==> src/rtl/cadc_pkg.sv <==
package cadc_pkg;
  localparam logic [7:0] A_REV    = 8'h01;
  localparam logic [7:0] A_TYPE   = 8'h04;
  localparam logic [7:0] A_SUB    = 8'h05;
  localparam logic [7:0] A_STAT   = 8'h08;
  localparam logic [7:0] A_MODE   = 8'h40;
  localparam logic [7:0] A_ENA    = 8'h46;
  localparam logic [7:0] A_CHAN   = 8'h48;
  localparam logic [7:0] A_DIG    = 8'h50;
  localparam logic [7:0] A_REQ    = 8'h52;
  localparam logic [7:0] A_NAVG   = 8'h5A;
  localparam logic [7:0] A_AVGON  = 8'h5B;
  localparam logic [7:0] A_RES_LO = 8'h60;
  localparam logic [7:0] A_RES_HI = 8'h61;
  localparam logic [7:0] A_KEY    = 8'hD0;
  localparam logic [7:0] A_RCTL   = 8'hDA;

  localparam logic [7:0] KEY_VAL  = 8'hA5;
  localparam logic [7:0] REV_VAL  = 8'h01;
  localparam logic [7:0] TYPE_VAL = 8'h08;
  localparam logic [7:0] SUB_VAL  = 8'h03;

  // accepted measurement channel codes
  function automatic logic chan_ok(input logic [7:0] c);
    case (c)
      8'd0, 8'd1, 8'd3, 8'd5, 8'd6: return 1'b1;
      default:                      return 1'b0;
    endcase
  endfunction

  // conversion length in cycles: base scaled by 2^n when averaging is on
  function automatic int unsigned conv_len(input int unsigned base,
                                           input int unsigned n,
                                           input logic on);
    return on ? (base << n) : base;
  endfunction
endpackage

==> src/rtl/cadc_engine.sv <==
module cadc_engine #(
  parameter int CW = 8
) (
  input  logic          clk,
  input  logic          rst_n,
  input  logic          start,
  input  logic          abort,
  input  logic [CW-1:0] len,
  input  logic [15:0]   res_in,
  output logic          busy,
  output logic          done,
  output logic [15:0]   result
);
  logic [CW-1:0] cnt_q;

  assign busy = (cnt_q != '0);
  assign done = (cnt_q == CW'(1)) && !abort;

  always_ff @(posedge clk or negedge rst_n) begin
    if (!rst_n) begin
      cnt_q  <= '0;
      result <= '0;
    end else begin
      if (abort)          cnt_q <= '0;
      else if (start)     cnt_q <= len;
      else if (busy)      cnt_q <= cnt_q - CW'(1);
      if (done)           result <= res_in;
    end
  end
endmodule

==> src/rtl/cadc_regs.sv <==
module cadc_regs
  import cadc_pkg::*;
#(
  parameter int AVG_BITS = 3
) (
  input  logic                clk,
  input  logic                rst_n,
  input  logic                wr_en,
  input  logic [7:0]          addr,
  input  logic [7:0]          wdata,
  input  logic                busy,
  input  logic                done,
  input  logic [15:0]         result,
  output logic [15:0]         rd_pair,
  output logic                start,
  output logic                abort,
  output logic [AVG_BITS-1:0] n_avg,
  output logic                avg_on,
  output logic                eoc,
  output logic                irq,
  output logic                unlocked,
  output logic [7:0]          rctl,
  output logic                enabled
);
  logic [7:0] mode_q, ena_q, chan_q, dig_q, navg_q, avgon_q;

  assign enabled = ena_q[7];
  assign n_avg   = navg_q[AVG_BITS-1:0];
  assign avg_on  = avgon_q[7];
  assign start   = wr_en && (addr == A_REQ) && wdata[7] && enabled
                   && !busy && chan_ok(chan_q);
  assign abort   = wr_en && (addr == A_ENA) && !wdata[7];

  always_ff @(posedge clk or negedge rst_n) begin
    if (!rst_n) begin
      mode_q <= '0; ena_q <= '0; chan_q <= '0; dig_q <= '0;
      navg_q <= '0; avgon_q <= '0; rctl <= '0;
      unlocked <= 1'b0; eoc <= 1'b0; irq <= 1'b0;
    end else begin
      irq <= done;
      if (start || abort) eoc <= 1'b0;
      else if (done)      eoc <= 1'b1;
      if (wr_en) begin
        unlocked <= (addr == A_KEY) && (wdata == KEY_VAL);
        case (addr)
          A_MODE:  mode_q  <= wdata;
          A_ENA:   ena_q   <= wdata;
          A_CHAN:  chan_q  <= wdata;
          A_DIG:   dig_q   <= wdata;
          A_NAVG:  navg_q  <= wdata;
          A_AVGON: avgon_q <= wdata;
          A_RCTL:  if (unlocked) rctl <= wdata;
          default: ;
        endcase
      end
    end
  end

  for (genvar g = 0; g < 2; g++) begin : g_lane
    logic [7:0] la;
    logic [7:0] lb;
    assign la = addr + 8'(g);
    always_comb begin
      case (la)
        A_REV:    lb = REV_VAL;
        A_TYPE:   lb = TYPE_VAL;
        A_SUB:    lb = SUB_VAL;
        A_STAT:   lb = {6'b0, busy, eoc};
        A_MODE:   lb = mode_q;
        A_ENA:    lb = ena_q;
        A_CHAN:   lb = chan_q;
        A_DIG:    lb = dig_q;
        A_REQ:    lb = {busy, 7'b0};
        A_NAVG:   lb = navg_q;
        A_AVGON:  lb = avgon_q;
        A_RES_LO: lb = result[7:0];
        A_RES_HI: lb = result[15:8];
        A_RCTL:   lb = rctl;
        default:  lb = 8'h00;
      endcase
    end
    assign rd_pair[8*g +: 8] = lb;
  end
endmodule

==> src/rtl/cadc_ctrl.sv <==
module cadc_ctrl
  import cadc_pkg::*;
#(
  parameter int BASE_CYCLES = 20,
  parameter int AVG_BITS    = 3
) (
  input  logic        clk,
  input  logic        rst_n,
  input  logic        wr_en,
  input  logic [7:0]  addr,
  input  logic [7:0]  wdata,
  output logic [15:0] rd_pair,
  input  logic [15:0] conv_in,
  output logic        eoc_irq,
  output logic        warm_follow
);
  localparam int MAXN    = (1 << AVG_BITS) - 1;
  localparam int MAX_LEN = BASE_CYCLES << MAXN;
  localparam int CW      = $clog2(MAX_LEN + 1);

  logic                start_req, abort_req, eng_busy, eng_done;
  logic                eoc_flag, key_open, ena_bit, avg_on;
  logic [AVG_BITS-1:0] n_avg;
  logic [7:0]          rctl_q;
  logic [15:0]         result;
  logic [CW-1:0]       len;

  assign len         = CW'(conv_len(BASE_CYCLES, 32'(n_avg), avg_on));
  assign warm_follow = rctl_q[2];

  cadc_regs #(.AVG_BITS(AVG_BITS)) u_regs (
    .clk(clk), .rst_n(rst_n), .wr_en(wr_en), .addr(addr), .wdata(wdata),
    .busy(eng_busy), .done(eng_done), .result(result), .rd_pair(rd_pair),
    .start(start_req), .abort(abort_req), .n_avg(n_avg), .avg_on(avg_on),
    .eoc(eoc_flag), .irq(eoc_irq), .unlocked(key_open), .rctl(rctl_q),
    .enabled(ena_bit)
  );

  cadc_engine #(.CW(CW)) u_eng (
    .clk(clk), .rst_n(rst_n), .start(start_req), .abort(abort_req),
    .len(len), .res_in(conv_in), .busy(eng_busy), .done(eng_done),
    .result(result)
  );
endmodule

==> config.mk <==
export PLATFORM = sky130hd
export DESIGN_NAME = cadc_ctrl
export DESIGN_NICKNAME = d
export VERILOG_FILES = /design/src/rtl/cadc_pkg.sv /design/src/rtl/cadc_engine.sv /design/src/rtl/cadc_regs.sv /design/src/rtl/cadc_ctrl.sv
export SDC_FILE = /design/constraint.sdc
export NUM_CORES = 1
export LEC_CHECK = 0
export BUFFER_PORTS_ARGS = -buffer_cell sky130_fd_sc_hd__buf_2
export CORE_MARGIN = 10
export CORE_UTILIZATION = 58
export DETAILED_ROUTE_END_ITERATION = 8
export GPL_TIMING_DRIVEN = 0
export PLACE_DENSITY = 0.75
export SYNTH_ARGS = -nofsm -noshare
export SYNTH_HDL_FRONTEND = slang
export SYNTH_SLANG_ARGS = --single-unit
==> constraint.sdc <==
create_clock -name clk -period 3.4 [get_ports clk]
set_input_delay 0.34 -clock clk [delete_from_list [all_inputs] [get_ports clk]]
set_output_delay 0.34 -clock clk [all_outputs]
set_load 0.01 [all_outputs]
==> impl_results.md, run 1 <==
* Clk pwr share at 29.9%
* Worst-path cell chain: buf_2 -> clkbuf_1 -> buf_1 -> nand4_1 -> nor3b_1 -> a21oi_1 -> nand3_1 -> buf_2
* Synth Net Count at 502
* Pwr Density at 466 nW/um^2
* Crit path DAT at 2.91 ns
* Synth top area share at 43.7%
* Detailed placement HPWL at 11.6 mm
* Hold Fails Final Rpt at 0
* Critical path's largest stage delay at 0.79 ns
* Most used cell, CP: buf_2
* Largest net degree at the start of global routing at 46
* H-tree Lvls at 3
* Placed Cells at 620
* P_sw at 845 uW
* Port bufs at 50
* Final Max Tran Viols at 0
* First-pass GRT wire length at 25.3 mm
* Vias/cell at 7.15
* Syn. warnings at 0
* Setup crit end kind: output port
* Slew @ Worst Pin at 1.43 ns
* Outcome: complete, no violations
* Worst setup path class: in -> out
* Sequential share of the synthesized area at 43.7%
* Cell count after synthesis at 464
* Avg Inst Size Synth at 10.7 um^2
* Crit-path max FO at 10
* Routed via count at 4553
* Ys async rst share at 100%
* Total GRT Usage at 24.5%
* Sequential share of power at 50.7%
* Distinct cells, synth at 65
* #FFs+latches synth at 87
* P_int at 1770 uW
* Post-synth top flop: dfrtp_1
* Cts bufs inserted at 9
* CTS Buffer Depth at 2
* Initial antenna violation count at 0
* Min Tclk post-route at 3.25 ns
* Switching Share at 32.3%
* Crit path launch type: input pin
* TritonCTS clock tree: built
* Die Span Y at 113 um
* Starting Density at 60.1%
* Layout Cells excl Fill at 637
* Syn-to-layout area delta at 12.8%
* DRC viols at 0
* Total grt overflow at 0
* Final core occ at 67.8%
* Die area at 12700 um^2
* Finished Cell Area at 5620 um^2
* Comb power frac at 19.3%
* RSZ-0062 raised after global routing: no
* WP data required at 3.06 ns
* Pre-antenna DRT Iters at 7
* Synth top cells by count: 87 x dfrtp_1, 72 x mux2_2, 28 x nor2_1
* Crit share post-route at 95.5%
* WL per Instance at 25.2 um
* Final setup TNS at 0 ns
* Final setup fails at 0
* Clk Latency, worst-skew pair at 0.37 ns
* Worst hold path type: in -> reg
* Fillers at 672
* Synth top area cells: dfrtp_1 44%, mux2_2 16%, a222oi_1 2.8%
* Top-count cell post-synth: dfrtp_1
* Vias in the first global route at 4580
* Maximum clock frequency at 0.308 GHz
* Worst-path clk slew at 0.10 ns
* Synthesized area at 4990 um^2
* Leakage at 0.00252 uW
* Rel. slew slack at 3.84%
* Max-cap viol count at 0
* Clock root buffer: clkbuf_8
* Ant diodes at 0
* Core area at 8300 um^2
* Total Wirelength at 16.1 mm
* Share of layout cells above drive strength 1 at 29.3%
* Area post-placement at 5400 um^2
* Crit path max-delay cell type: nor3b_1
* # clock sinks at 87
* VDD IR max at 276 uV
* Number of synthesized flops with an enable pin at 0
* Io pins at 53
* Post-DRT Antenna Nets at 0
* Iter 0 DRT Violations at 583
* Cell accounting for the most synthesized area: dfrtp_1
* Row count at 33
* Die width at 113 um
* RePlAce Congestion at 1.02
* Post-Route Skew at 0.00987 ns
* Fin nets at 565
-- worst max-delay path: cells and delay by family --
family / cells / cell delay, ns
compound gates: 1 / 0.19
simple gates: 3 / 1.27
buf+inv: 4 / 1.09
-- metal layers --
| metal | routed length, um | vias up | share of wire [%] | GRT usage, % |
|---|---|---|---|---|
| li1 | - | 1949 | - | - |
| met1 | 6380 | 2195 | 40 | 30.7 |
| met2 | 7340 | 333 | 46 | 38.9 |
| met3 | 1690 | 76 | 10 | 6.92 |
| met4 | 668 | 0 | 4.2 | 9.90 |
| met5 | 0 | - | 0 | 0 |
-- flip-flops by register name (all words and copies together) (netlist names) --
name and count:
u_eng.result 16, u_regs.unlocked 1, u_regs.dig_q 8, u_regs.chan_q 8, u_regs.avgon_q 8, u_regs.mode_q 8, u_eng.cnt_q 12, u_regs.navg_q 8
u_regs.rctl 8, u_regs.irq 1, u_regs.ena_q 8, u_regs.eoc 1
-- cell type report --
| class | instances | area, um^2 | share of cell area [%] |
|---|---|---|---|
| buffer | 30 | 124 | 2.20 |
| clock buffer | 9 | 124 | 2.20 |
| clock inverter | 7 | 85.1 | 1.51 |
| inverter | 5 | 18.8 | 0.334 |
| multi-input combinational | 342 | 2670 | 47.5 |
| sequential | 87 | 2180 | 38.7 |
| tap | 105 | 131 | 2.34 |
| timing repair buffer | 52 | 290 | 5.16 |
-- path summary, 6_finish.rpt --
kind | startpoint | to | slack, ns | cells past startpoint
setup / recovery | addr[1] | rd_pair[12] | 0.15 | 8
hold / removal | conv_in[14] | u_eng.result[14] | 0.19 | 2
setup reg to reg | u_eng.cnt_q[9] | u_eng.result[4] | 0.44 | 5
hold reg to reg | u_regs.unlocked | u_regs.unlocked | 0.54 | 2
max in group asynchronous | rst_n | u_regs.chan_q[3] | 2.28 | 3
min in group asynchronous | rst_n | u_eng.result[3] | 0.50 | 2
-- kinds of logic (layout without fill, tap and decap cells) --
kind of cell / count (synthesis) / after routing / share of synthesized area, %
AND/OR/NAND/NOR: 155 / 155 / 18.7
AO/OA/AOI/OAI: 96 / 96 / 14.8
flip-flops: 87 / 87 / 43.7
multiplexers: 81 / 81 / 18.1
buffers and inverters: 35 / 103 / 2.86
XOR/XNOR: 7 / 7 / 1.23
adder cells (fa/ha/maj): 3 / 3 / 0.753
-- per-stage QoR --
stage | hold slack (ns) | total power (uW) | setup slack (ns)
floorplan | 0.0444 | 1660 | 0.902
global placement | 0.507 | 1810 | 0.160
detailed placement | 0.363 | 1840 | 0.168
CTS | 0.193 | 2610 | 0.245
global route | 0.191 | 2750 | 0.0704
finish | 0.192 | 2620 | 0.152
-- placed cells by master, fill, tap and decap left out, drive strengths merged, types with 4 or more instances in the layout --
| cell type | n |
|---|---|
| nor2 | 28 |
| nor4bb | 6 |
| nand2 | 20 |
| buf | 56 |
| nor3b | 4 |
| clkbuf | 34 |
| mux2 | 72 |
| a221oi | 12 |
| nand3 | 21 |
| o21ai | 5 |
| or4 | 10 |
| mux2i | 9 |
| nor4 | 5 |
| dfrtp | 87 |
| a22oi | 14 |
| a21oi | 17 |
| a222oi | 14 |
| a32oi | 5 |
| nand2b | 5 |
| inv | 9 |
| nor3 | 19 |
| nand4 | 6 |
| and3 | 4 |
| xnor2 | 4 |
| or3 | 4 |
-- repair_timing --
item | 4_1_cts | 5_1_grt
hold buffers | 1 | 0
endpoints found under the hold margin | 42 | 0
resized for setup | 0 | 0
buffers inserted | 0 | 0
-- power by group through the flow --
stage	sequential, uW	clock [uW]	combinational [uW]
final	1330	785	506
after global routing	1340	840	567
after CTS	1320	789	504
after detailed placement	1340	0	500
after global placement	1330	0	480
after floorplan	1290	0	369
Note: power is estimated with default switching activity, not from simulation.
==> run 2, diff against run 1 <==
--- a/config.mk
+++ b/config.mk
@@ -6,6 +6,7 @@
 export NUM_CORES = 1
 export LEC_CHECK = 0
 export BUFFER_PORTS_ARGS = -buffer_cell sky130_fd_sc_hd__buf_2
+export CORE_ASPECT_RATIO = 0.8
 export CORE_MARGIN = 10
 export CORE_UTILIZATION = 58
 export DETAILED_ROUTE_END_ITERATION = 8
==> run 2 against run 1 <==
  * First-iteration DRC count rose by 36%
  * Setup slack improved by 0.012 ns
  * Final area fell by 0.49%
  * Clock power fell by 17%
  * Sequential share of layout area rose by 0.19 points
  * Sequential power barely moved
  * Clock-buffer cell count rose by 1
  * Largest power group unchanged
==> impl_results.md, run 2 (synthesized netlist as in run 1, its figures left out) <==
* Outcome: complete, no violations (unchanged)
* Max reg flops at 16 (unchanged)
* Crit-path max FO at 10 (unchanged)
* Met3 wire length at 1.96 mm (was 1.69 mm)
* Port bufs at 50 (unchanged)
* Max Used Layer: met4 (unchanged)
* Min Tclk post-route at 3.24 ns (was 3.25 ns)
* Final Max Tran Viols at 0 (unchanged)
* Pwr Density at 449 nW/um^2 (was 466 nW/um^2)
* First-pass GRT wire length at 25.0 mm (was 25.3 mm)
* P_int at 1690 uW (was 1770 uW)
* Hold Fails Final Rpt at 0 (unchanged)
* Final WS setup at 0.164 ns (was 0.152 ns)
* Core area at 8450 um^2 (was 8300 um^2)
* Iter 0 DRT Violations at 791 (was 583)
* Routed via count at 4484 (was 4553)
* Switching Share at 32.8% (was 32.3%)
* CTS Buffer Depth at 2 (unchanged)
* Io pins at 53 (unchanged)
* Final setup fails at 0 (unchanged)
* # clock sinks at 87 (unchanged)
* Row count at 30 (was 33)
* Met2 WL at 6.83 mm (was 7.34 mm)
* Leakage at 0.00250 uW (was 0.00252 uW)
* Worst reg2reg path endpoint: u_eng.result[3] (was u_eng.result[4])
* Vias in the first global route at 4431 (was 4580)
* Slew @ Worst Pin at 1.16 ns (was 1.43 ns)
* Comb power frac at 20.9% (was 19.3%)
* M1 wire length at 6.82 mm (was 6.38 mm)
* Vias/cell at 6.96 (was 7.15)
* Clk pwr share at 26.0% (was 29.9%)
* Sequential share of power at 53.2% (was 50.7%)
* Post-DRT Antenna Nets at 0 (unchanged)
* Syn-to-layout area delta at 12.2% (was 12.8%)
* Total Wirelength at 15.9 mm (was 16.1 mm)
* VDD IR max at 407 uV (was 276 uV)
* Worst setup path class: in -> out (unchanged)
* Worst reg2reg startpoint: u_eng.cnt_q[9] (unchanged)
* Rel. slew slack at 22.0% (was 3.84%)
* Worst Setup EP: rd_pair[10] (was rd_pair[12])
* Fin nets at 565 (unchanged)
* Placed Cells at 627 (was 620)
* Clk Latency, worst-skew pair at 0.37 ns (about the same)
* Ant diodes at 0 (unchanged)
* Resized Gates After CTS at 0 (unchanged)
* Share of layout cells above drive strength 1 at 29.1% (was 29.3%)
* Starting Density at 59.1% (was 60.1%)
* Die width at 124 um (was 113 um)
* Critical path origin: addr[1] (unchanged)
* Largest net degree at the start of global routing at 46 (unchanged)
* WP data required at 3.06 ns (about the same)
* Reg2Reg Depth at 5 (unchanged)
* RSZ-0062 raised after global routing: no (unchanged)
* Worst hold path type: in -> reg (unchanged)
* Pre-antenna DRT Iters at 8 (was 7)
* Detailed placement HPWL at 11.9 mm (was 11.6 mm)
* WL per Instance at 24.6 um (was 25.2 um)
* CTS Hold Bufs at 1 (unchanged)
* Clock root buffer: clkbuf_8 (unchanged)
* Die area at 12700 um^2 (about the same)
* Commonest non-fill, non-tap cells in the layout: 87 x dfrtp_1, 72 x mux2_2, 51 x buf_2, 28 x nor2_1, 25 x clkbuf_1 (was 87 x dfrtp_1, 72 x mux2_2, 51 x buf_2, 28 x nor2_1, 24 x clkbuf_1)
* Place WS at 0.332 ns (was 0.168 ns)
* Die Span Y at 103 um (was 113 um)
* Initial antenna violation count at 0 (unchanged)
* Setup crit end kind: output port (unchanged)
* Total grt overflow at 0 (unchanged)
* Leading cell type in the layout, fill and taps excluded: dfrtp_1 (unchanged)
* Crit path DAT at 2.90 ns (was 2.91 ns)
* Total GRT Usage at 25.8% (was 24.5%)
* RePlAce Congestion at 1.02 (about the same)
* R2r setup slk at 0.43 ns (was 0.44 ns)
* H-tree Lvls at 3 (unchanged)
* Largest Register: u_eng.result (unchanged)
* P_sw at 823 uW (was 845 uW)
* Maximum clock frequency at 0.309 GHz (was 0.308 GHz)
* DRC viols at 0 (unchanged)
* TritonCTS clock tree: built (unchanged)
* Post-CTS setup repair buffer count at 0 (unchanged)
* Crit path launch type: input pin (unchanged)
* Layout Cells excl Fill at 644 (was 637)
* Crit share post-route at 95.2% (was 95.5%)
* Max-cap viol count at 0 (unchanged)
* Largest registers: u_eng.result x16, u_eng.cnt_q x12 (unchanged)
* Hold path start: conv_in[12] (was conv_in[14])
* Final setup TNS at 0 ns (unchanged)
* Post-Route Skew at 0.00892 ns (was 0.00987 ns)
* Cts bufs inserted at 9 (unchanged)
* Worst-path clk slew at 0.09 ns (was 0.10 ns)
[run 2: cell types whose count changed in the layout (fill, tap and decap cells not counted), sizes merged]
cell      before  now
clkinv         0    2
inv            9    6
clkbuf        34   35
clkinvlp       2    3
bufinv         1    0
[run 2: routing by layer]
layer | vias to the layer above | GRT usage (%)
met3 | 29 | 8.48
met4 | 0 | 7.42
met5 | - | 0
li1 | 1954 | -
met2 | 301 | 37.0
met1 | 2200 | 36.2
[run 2: through the flow]
| step | instance area [um^2] | total power [uW] | utilization (%) | hold WS, ns |
|---|---|---|---|---|
| after CTS | 5590 | 2510 | 66.2 | 0.186 |
| after global routing | 5600 | 2650 | 66.3 | 0.188 |
| after global placement | 5380 | 1830 | 63.7 | 0.507 |
| final | 5600 | 2510 | 66.3 | 0.193 |
| after floorplan | 4990 | 1660 | - | 0.0444 |
| after detailed placement | 5410 | 1860 | 64.0 | 0.364 |
[run 2: how the worst min path moves through the flow]
stage,to,slack (ns),depth (start not counted)
after detailed placement,u_eng.cnt_q[10],0.36,1
after global placement,u_regs.unlocked,0.51,2
final,u_eng.result[12],0.19,2
after global routing,u_eng.result[9],0.19,2
after floorplan,u_eng.cnt_q[0],0.04,0
after CTS,u_eng.result[5],0.19,2
[run 2: layout make-up]
type | count | area (um^2)
inverters | 5 | 18.8
plain buffers | 30 | 124
fillers | 714 | 2850
multi-input cells | 342 | 2670
clock inverters | 6 | 45.0
clock buffers | 10 | 128
flip-flops and latches | 87 | 2180
well taps | 112 | 140
repair buffers | 52 | 290
[run 2: power by group through the flow]
stage | Clock (uW) | Sequential (uW) | Combinational [uW]
floorplan | 0 | 1290 | 369
global placement | 0 | 1340 | 490
detailed placement | 0 | 1350 | 508
CTS | 667 | 1330 | 513
global route | 711 | 1350 | 582
finish | 653 | 1340 | 524
[run 2: critical path, stage by stage]
cell	delay, ns
buf_2	0.09
clkbuf_1	0.29
buf_1	0.54
nand4_1	0.41
nor3b_1	0.78
a21oi_1	0.16
nand3_1	0.12
buf_2	0.15
==> run 3, diff against run 2 <==
--- a/config.mk
+++ b/config.mk
@@ -6,12 +6,13 @@
 export NUM_CORES = 1
 export LEC_CHECK = 0
 export BUFFER_PORTS_ARGS = -buffer_cell sky130_fd_sc_hd__buf_2
-export CORE_ASPECT_RATIO = 0.8
 export CORE_MARGIN = 10
 export CORE_UTILIZATION = 58
 export DETAILED_ROUTE_END_ITERATION = 8
 export GPL_TIMING_DRIVEN = 0
-export PLACE_DENSITY = 0.75
+export PLACE_DENSITY = 0.74
+export SLEW_MARGIN = 30
 export SYNTH_ARGS = -nofsm -noshare
 export SYNTH_HDL_FRONTEND = slang
+export SYNTH_HIERARCHICAL = 1
 export SYNTH_SLANG_ARGS = --single-unit
==> run 3 against run 2 <==
  * Final cell count up 13%
  * Combinational power grew 37%
  * Non-clock buffer count increased by 11
  * Setup slack better by 0.15 ns
  * Global-route usage increased by 0.39 points
  * Maximum frequency rose by 5.0%
  * Synthesized area increased by 12%
  * Critical path type is now reg -> reg
==> impl_results.md, run 3 <==
* Die width at 118 um (was 124 um)
* Final core occ at 67.9% (was 66.3%)
* Synth top area share at 39.1% (was 43.7%)
* Syn. warnings at 6 (was 0)
* Final setup fails at 0 (unchanged)
* Setup crit end kind: flip-flop (was output port)
* CTS Buffer Depth at 2 (unchanged)
* XOR/XNOR share of the synthesized area at 1.41% (was 1.23%)
* Synth top area cells: dfrtp_1 39%, mux2_2 12%, mux2_4 4.8% (was dfrtp_1 44%, mux2_2 16%, a222oi_1 2.8%)
* Ant diodes at 0 (unchanged)
* VDD IR max at 250 uV (was 407 uV)
* Iter 0 DRT Violations at 630 (was 791)
* Distinct cells, synth at 76 (was 65)
* Synth Area in Compound Gates at 12.7% (was 14.8%)
* Post-synthesis simple-gate area fraction at 22.1% (was 18.7%)
* Worst setup path class: reg -> reg (was in -> out)
* Placed Cells at 708 (was 627)
* Number of synthesized flops with an enable pin at 0 (unchanged)
* Largest net degree at the start of global routing at 55 (was 46)
* Io pins at 53 (unchanged)
* R2r setup slk at 0.32 ns (was 0.43 ns)
* Reg2Reg Depth at 10 (was 5)
* Total chip power at 2950 uW (was 2510 uW)
* Leakage at 0.00285 uW (was 0.00250 uW)
* H-tree Lvls at 3 (unchanged)
* Finished Cell Area at 6310 um^2 (was 5600 um^2)
* Crit path DAT at 3.35 ns (was 2.90 ns)
* Worst hold slack at 0.205 ns (was 0.193 ns)
* Largest registers: u_eng/result x16, u_eng/cnt_q x12 (was u_eng.result x16, u_eng.cnt_q x12)
* Synthesized area at 5570 um^2 (was 4990 um^2)
* Outcome: complete, no violations (unchanged)
* Ys async rst share at 100% (unchanged)
* Total grt overflow at 0 (unchanged)
* RePlAce Congestion at 1.02 (about the same)
* DRC viols at 0 (unchanged)
* Cell accounting for the most synthesized area: dfrtp_1 (unchanged)
* Largest Register: u_eng/result (was u_eng.result)
* Sequential share of the synthesized area at 39.1% (was 43.7%)
* Area post-placement at 6020 um^2 (was 5410 um^2)
* Mux cell area share after synthesis at 19.1% (was 18.1%)
* Post-DRT Antenna Nets at 0 (unchanged)
* Maximum clock frequency at 0.324 GHz (was 0.309 GHz)
* WP data required at 3.67 ns (was 3.06 ns)
* Pwr Density at 467 nW/um^2 (was 449 nW/um^2)
* Vias in the first global route at 5167 (was 4431)
* Worst Hold End: u_eng/result[15] (was u_eng.result[12])
* Rel. slew slack at 34.3% (was 22.0%)
* Initial antenna violation count at 0 (unchanged)
* WL per Instance at 25.7 um (was 24.6 um)
* Crit share post-route at 90.6% (was 95.2%)
* Slew @ Worst Pin at 0.978 ns (was 1.16 ns)
* Post-Route Skew at 0.0130 ns (was 0.00892 ns)
* Critical path's largest stage delay at 0.47 ns (was 0.78 ns)
* Fillers at 756 (was 714)
* Routed via count at 5075 (was 4484)
* Syn-to-layout area delta at 13.2% (was 12.2%)
* RSZ-0062 raised after global routing: no (unchanged)
* Clk Latency, worst-skew pair at 0.36 ns (was 0.37 ns)
* Core area at 9280 um^2 (was 8450 um^2)
* Hold Fails Final Rpt at 0 (unchanged)
* Vias/cell at 6.97 (was 6.96)
* #FFs+latches synth at 87 (unchanged)
* Crit path launch type: flip-flop (was input pin)
* Synth top cells by count: 87 x dfrtp_1, 58 x mux2_2, 26 x nand2_1 (was 87 x dfrtp_1, 72 x mux2_2, 28 x nor2_1)
* Worst reg2reg startpoint: u_eng/cnt_q[0] (was u_eng.cnt_q[9])
* Max reg flops at 16 (unchanged)
* Total Wirelength at 18.7 mm (was 15.9 mm)
* Cts bufs inserted at 9 (unchanged)
* Avg Inst Size Synth at 10.6 um^2 (was 10.7 um^2)
* Final Max Tran Viols at 0 (unchanged)
* Min Tclk post-route at 3.08 ns (was 3.24 ns)
* Die area at 13900 um^2 (was 12700 um^2)
* Die Span Y at 118 um (was 103 um)
* Hold path start: conv_in[15] (was conv_in[12])
* Max-cap viol count at 0 (unchanged)
* Crit-path max FO at 10 (unchanged)
* Layout Cells excl Fill at 728 (was 644)
* Hold Crit Depth at 2 (unchanged)
* Leading cell type in the layout, fill and taps excluded: dfrtp_1 (unchanged)
* Row count at 35 (was 30)
* Worst reg2reg path endpoint: u_eng/cnt_q[1] (was u_eng.result[3])
* Starting Density at 60.0% (was 59.1%)
* Cell count after synthesis at 528 (was 464)
* Commonest non-fill, non-tap cells in the layout: 87 x dfrtp_1, 58 x mux2_2, 57 x buf_2, 26 x nand2_1, 24 x nor3_1 (was 87 x dfrtp_1, 72 x mux2_2, 51 x buf_2, 28 x nor2_1, 25 x clkbuf_1)
* TritonCTS clock tree: built (unchanged)
* Share of layout cells above drive strength 1 at 31.2% (was 29.1%)
* Total GRT Usage at 26.2% (was 25.8%)
* Detailed placement HPWL at 13.8 mm (was 11.9 mm)
* Top-count cell post-synth: dfrtp_1 (unchanged)
* # clock sinks at 87 (unchanged)
* First-pass GRT wire length at 29.5 mm (was 25.0 mm)
* Port bufs at 49 (was 50)
* Synth Area in Adders at 0.673% (was 0.753%)
* Pre-antenna DRT Iters at 7 (was 8)
* Largest family of logic cells by synthesized area: simple AND/OR/NAND/NOR gates (unchanged)
* Fin nets at 632 (was 565)
* Post-synth top flop: dfrtp_1 (unchanged)
* Worst-path clk slew at 0.10 ns (was 0.09 ns)
* Clock root buffer: clkbuf_8 (unchanged)
* Worst hold path type: in -> reg (unchanged)
* Crit path max-delay cell type: dfrtp_1 (was nor3b_1)
* Worst-path cell chain: inv_1 -> ha_1 -> nand4_4 -> nor4b_1 -> nand4_1 -> nor2_1 -> clkbuf_2 -> clkinv_1 -> and3_4 -> a2111oi_2 (was buf_2 -> clkbuf_1 -> buf_1 -> nand4_1 -> nor3b_1 -> a21oi_1 -> nand3_1 -> buf_2)
## run 3: changes by cell type after synthesis, moves of 9 or more
cell,before,now
clkbuf_1,24,15
nor4_1,5,18
mux2_4,0,18
o211a_1,0,9
o21ai_0,5,15
inv_1,5,16
nor2_1,28,19
a222oi_1,14,3
mux2_2,72,58
a21oi_1,17,5
## run 3: timing repair
item | 4_1_cts | 5_1_grt
hold buffers | 1 | 0
pin swaps | 0 | 1
endpoints found under the setup margin | 9 | 11
gates resized for setup | 1 | 2
endpoints found under the hold margin | 33 | 0
buffers inserted | 0 | 3
## run 3: power by group
part / switching [uW] / internal, uW
clock: 422 / 446
combinational: 360 / 356
sequential: 184 / 1180
total: 966 / 1980
## run 3: metal layers
metal / GRT usage, % / routed length, um / vias up
li1: - / - / 2147
met4: 9.97 / 735 / 0
met1: 33.4 / 7390 / 2500
met2: 41.2 / 8600 / 353
met5: 0 / 0 / -
met3: 7.34 / 2000 / 75
## run 3: worst max-delay path by stage
stage / end / cells after the start / slack, ns / start
2_1_floorplan: u_eng/cnt_q[3] / 9 / 0.63 / u_eng/cnt_q[6]
3_3_place_gp: u_eng/cnt_q[3] / 9 / 0.03 / u_eng/cnt_q[6]
3_5_place_dp: u_eng/cnt_q[9] / 9 / -0.08 / u_eng/cnt_q[6]
4_1_cts: u_eng/cnt_q[9] / 9 / 0.11 / u_eng/cnt_q[6]
5_1_grt: u_eng/cnt_q[1] / 10 / 0.03 / u_eng/cnt_q[0]
6_report: u_eng/cnt_q[1] / 10 / 0.32 / u_eng/cnt_q[0]
## run 3: kinds of logic (layout without fill, tap and decap cells)
| group | after synthesis | in the layout |
|---|---|---|
| compound gates | 91 | 91 |
| fa+ha+maj | 3 | 3 |
| mux | 90 | 90 |
| other cells | 1 | 2 |
| xor+xnor | 9 | 9 |
| simple gates | 191 | 191 |
| buf+inv | 56 | 126 |
| flops | 87 | 87 |
## run 3: final cells by class
cell class | count | area [um^2] | area share, %
inverters | 17 | 63.8 | 1.01
clock buffers | 10 | 138 | 2.18
clock inverters | 6 | 97.6 | 1.55
repair buffers | 54 | 312 | 4.94
flip-flops and latches | 87 | 2180 | 34.5
multi-input cells | 386 | 3150 | 49.9
plain buffers | 39 | 210 | 3.33
well taps | 129 | 161 | 2.56
## run 3: stage by stage
stage | setup slack, ns | setup TNS (ns)
2_1_floorplan | 0.632 | 0
3_3_place_gp | 0.0293 | 0
3_5_place_dp | -0.0798 | -0.633
4_1_cts | 0.106 | 0
5_1_grt | 0.0342 | 0
6_report | 0.318 | 0
## run 3: critical path: cells and delay by family (launching register included)
family	cells	cell delay (ns)
AOI/OAI and AO/OA	1	0.31
adders and majority gates	1	0.29
buffers and inverters	3	0.73
DFF	1	0.47
and+or+nand+nor	5	1.19
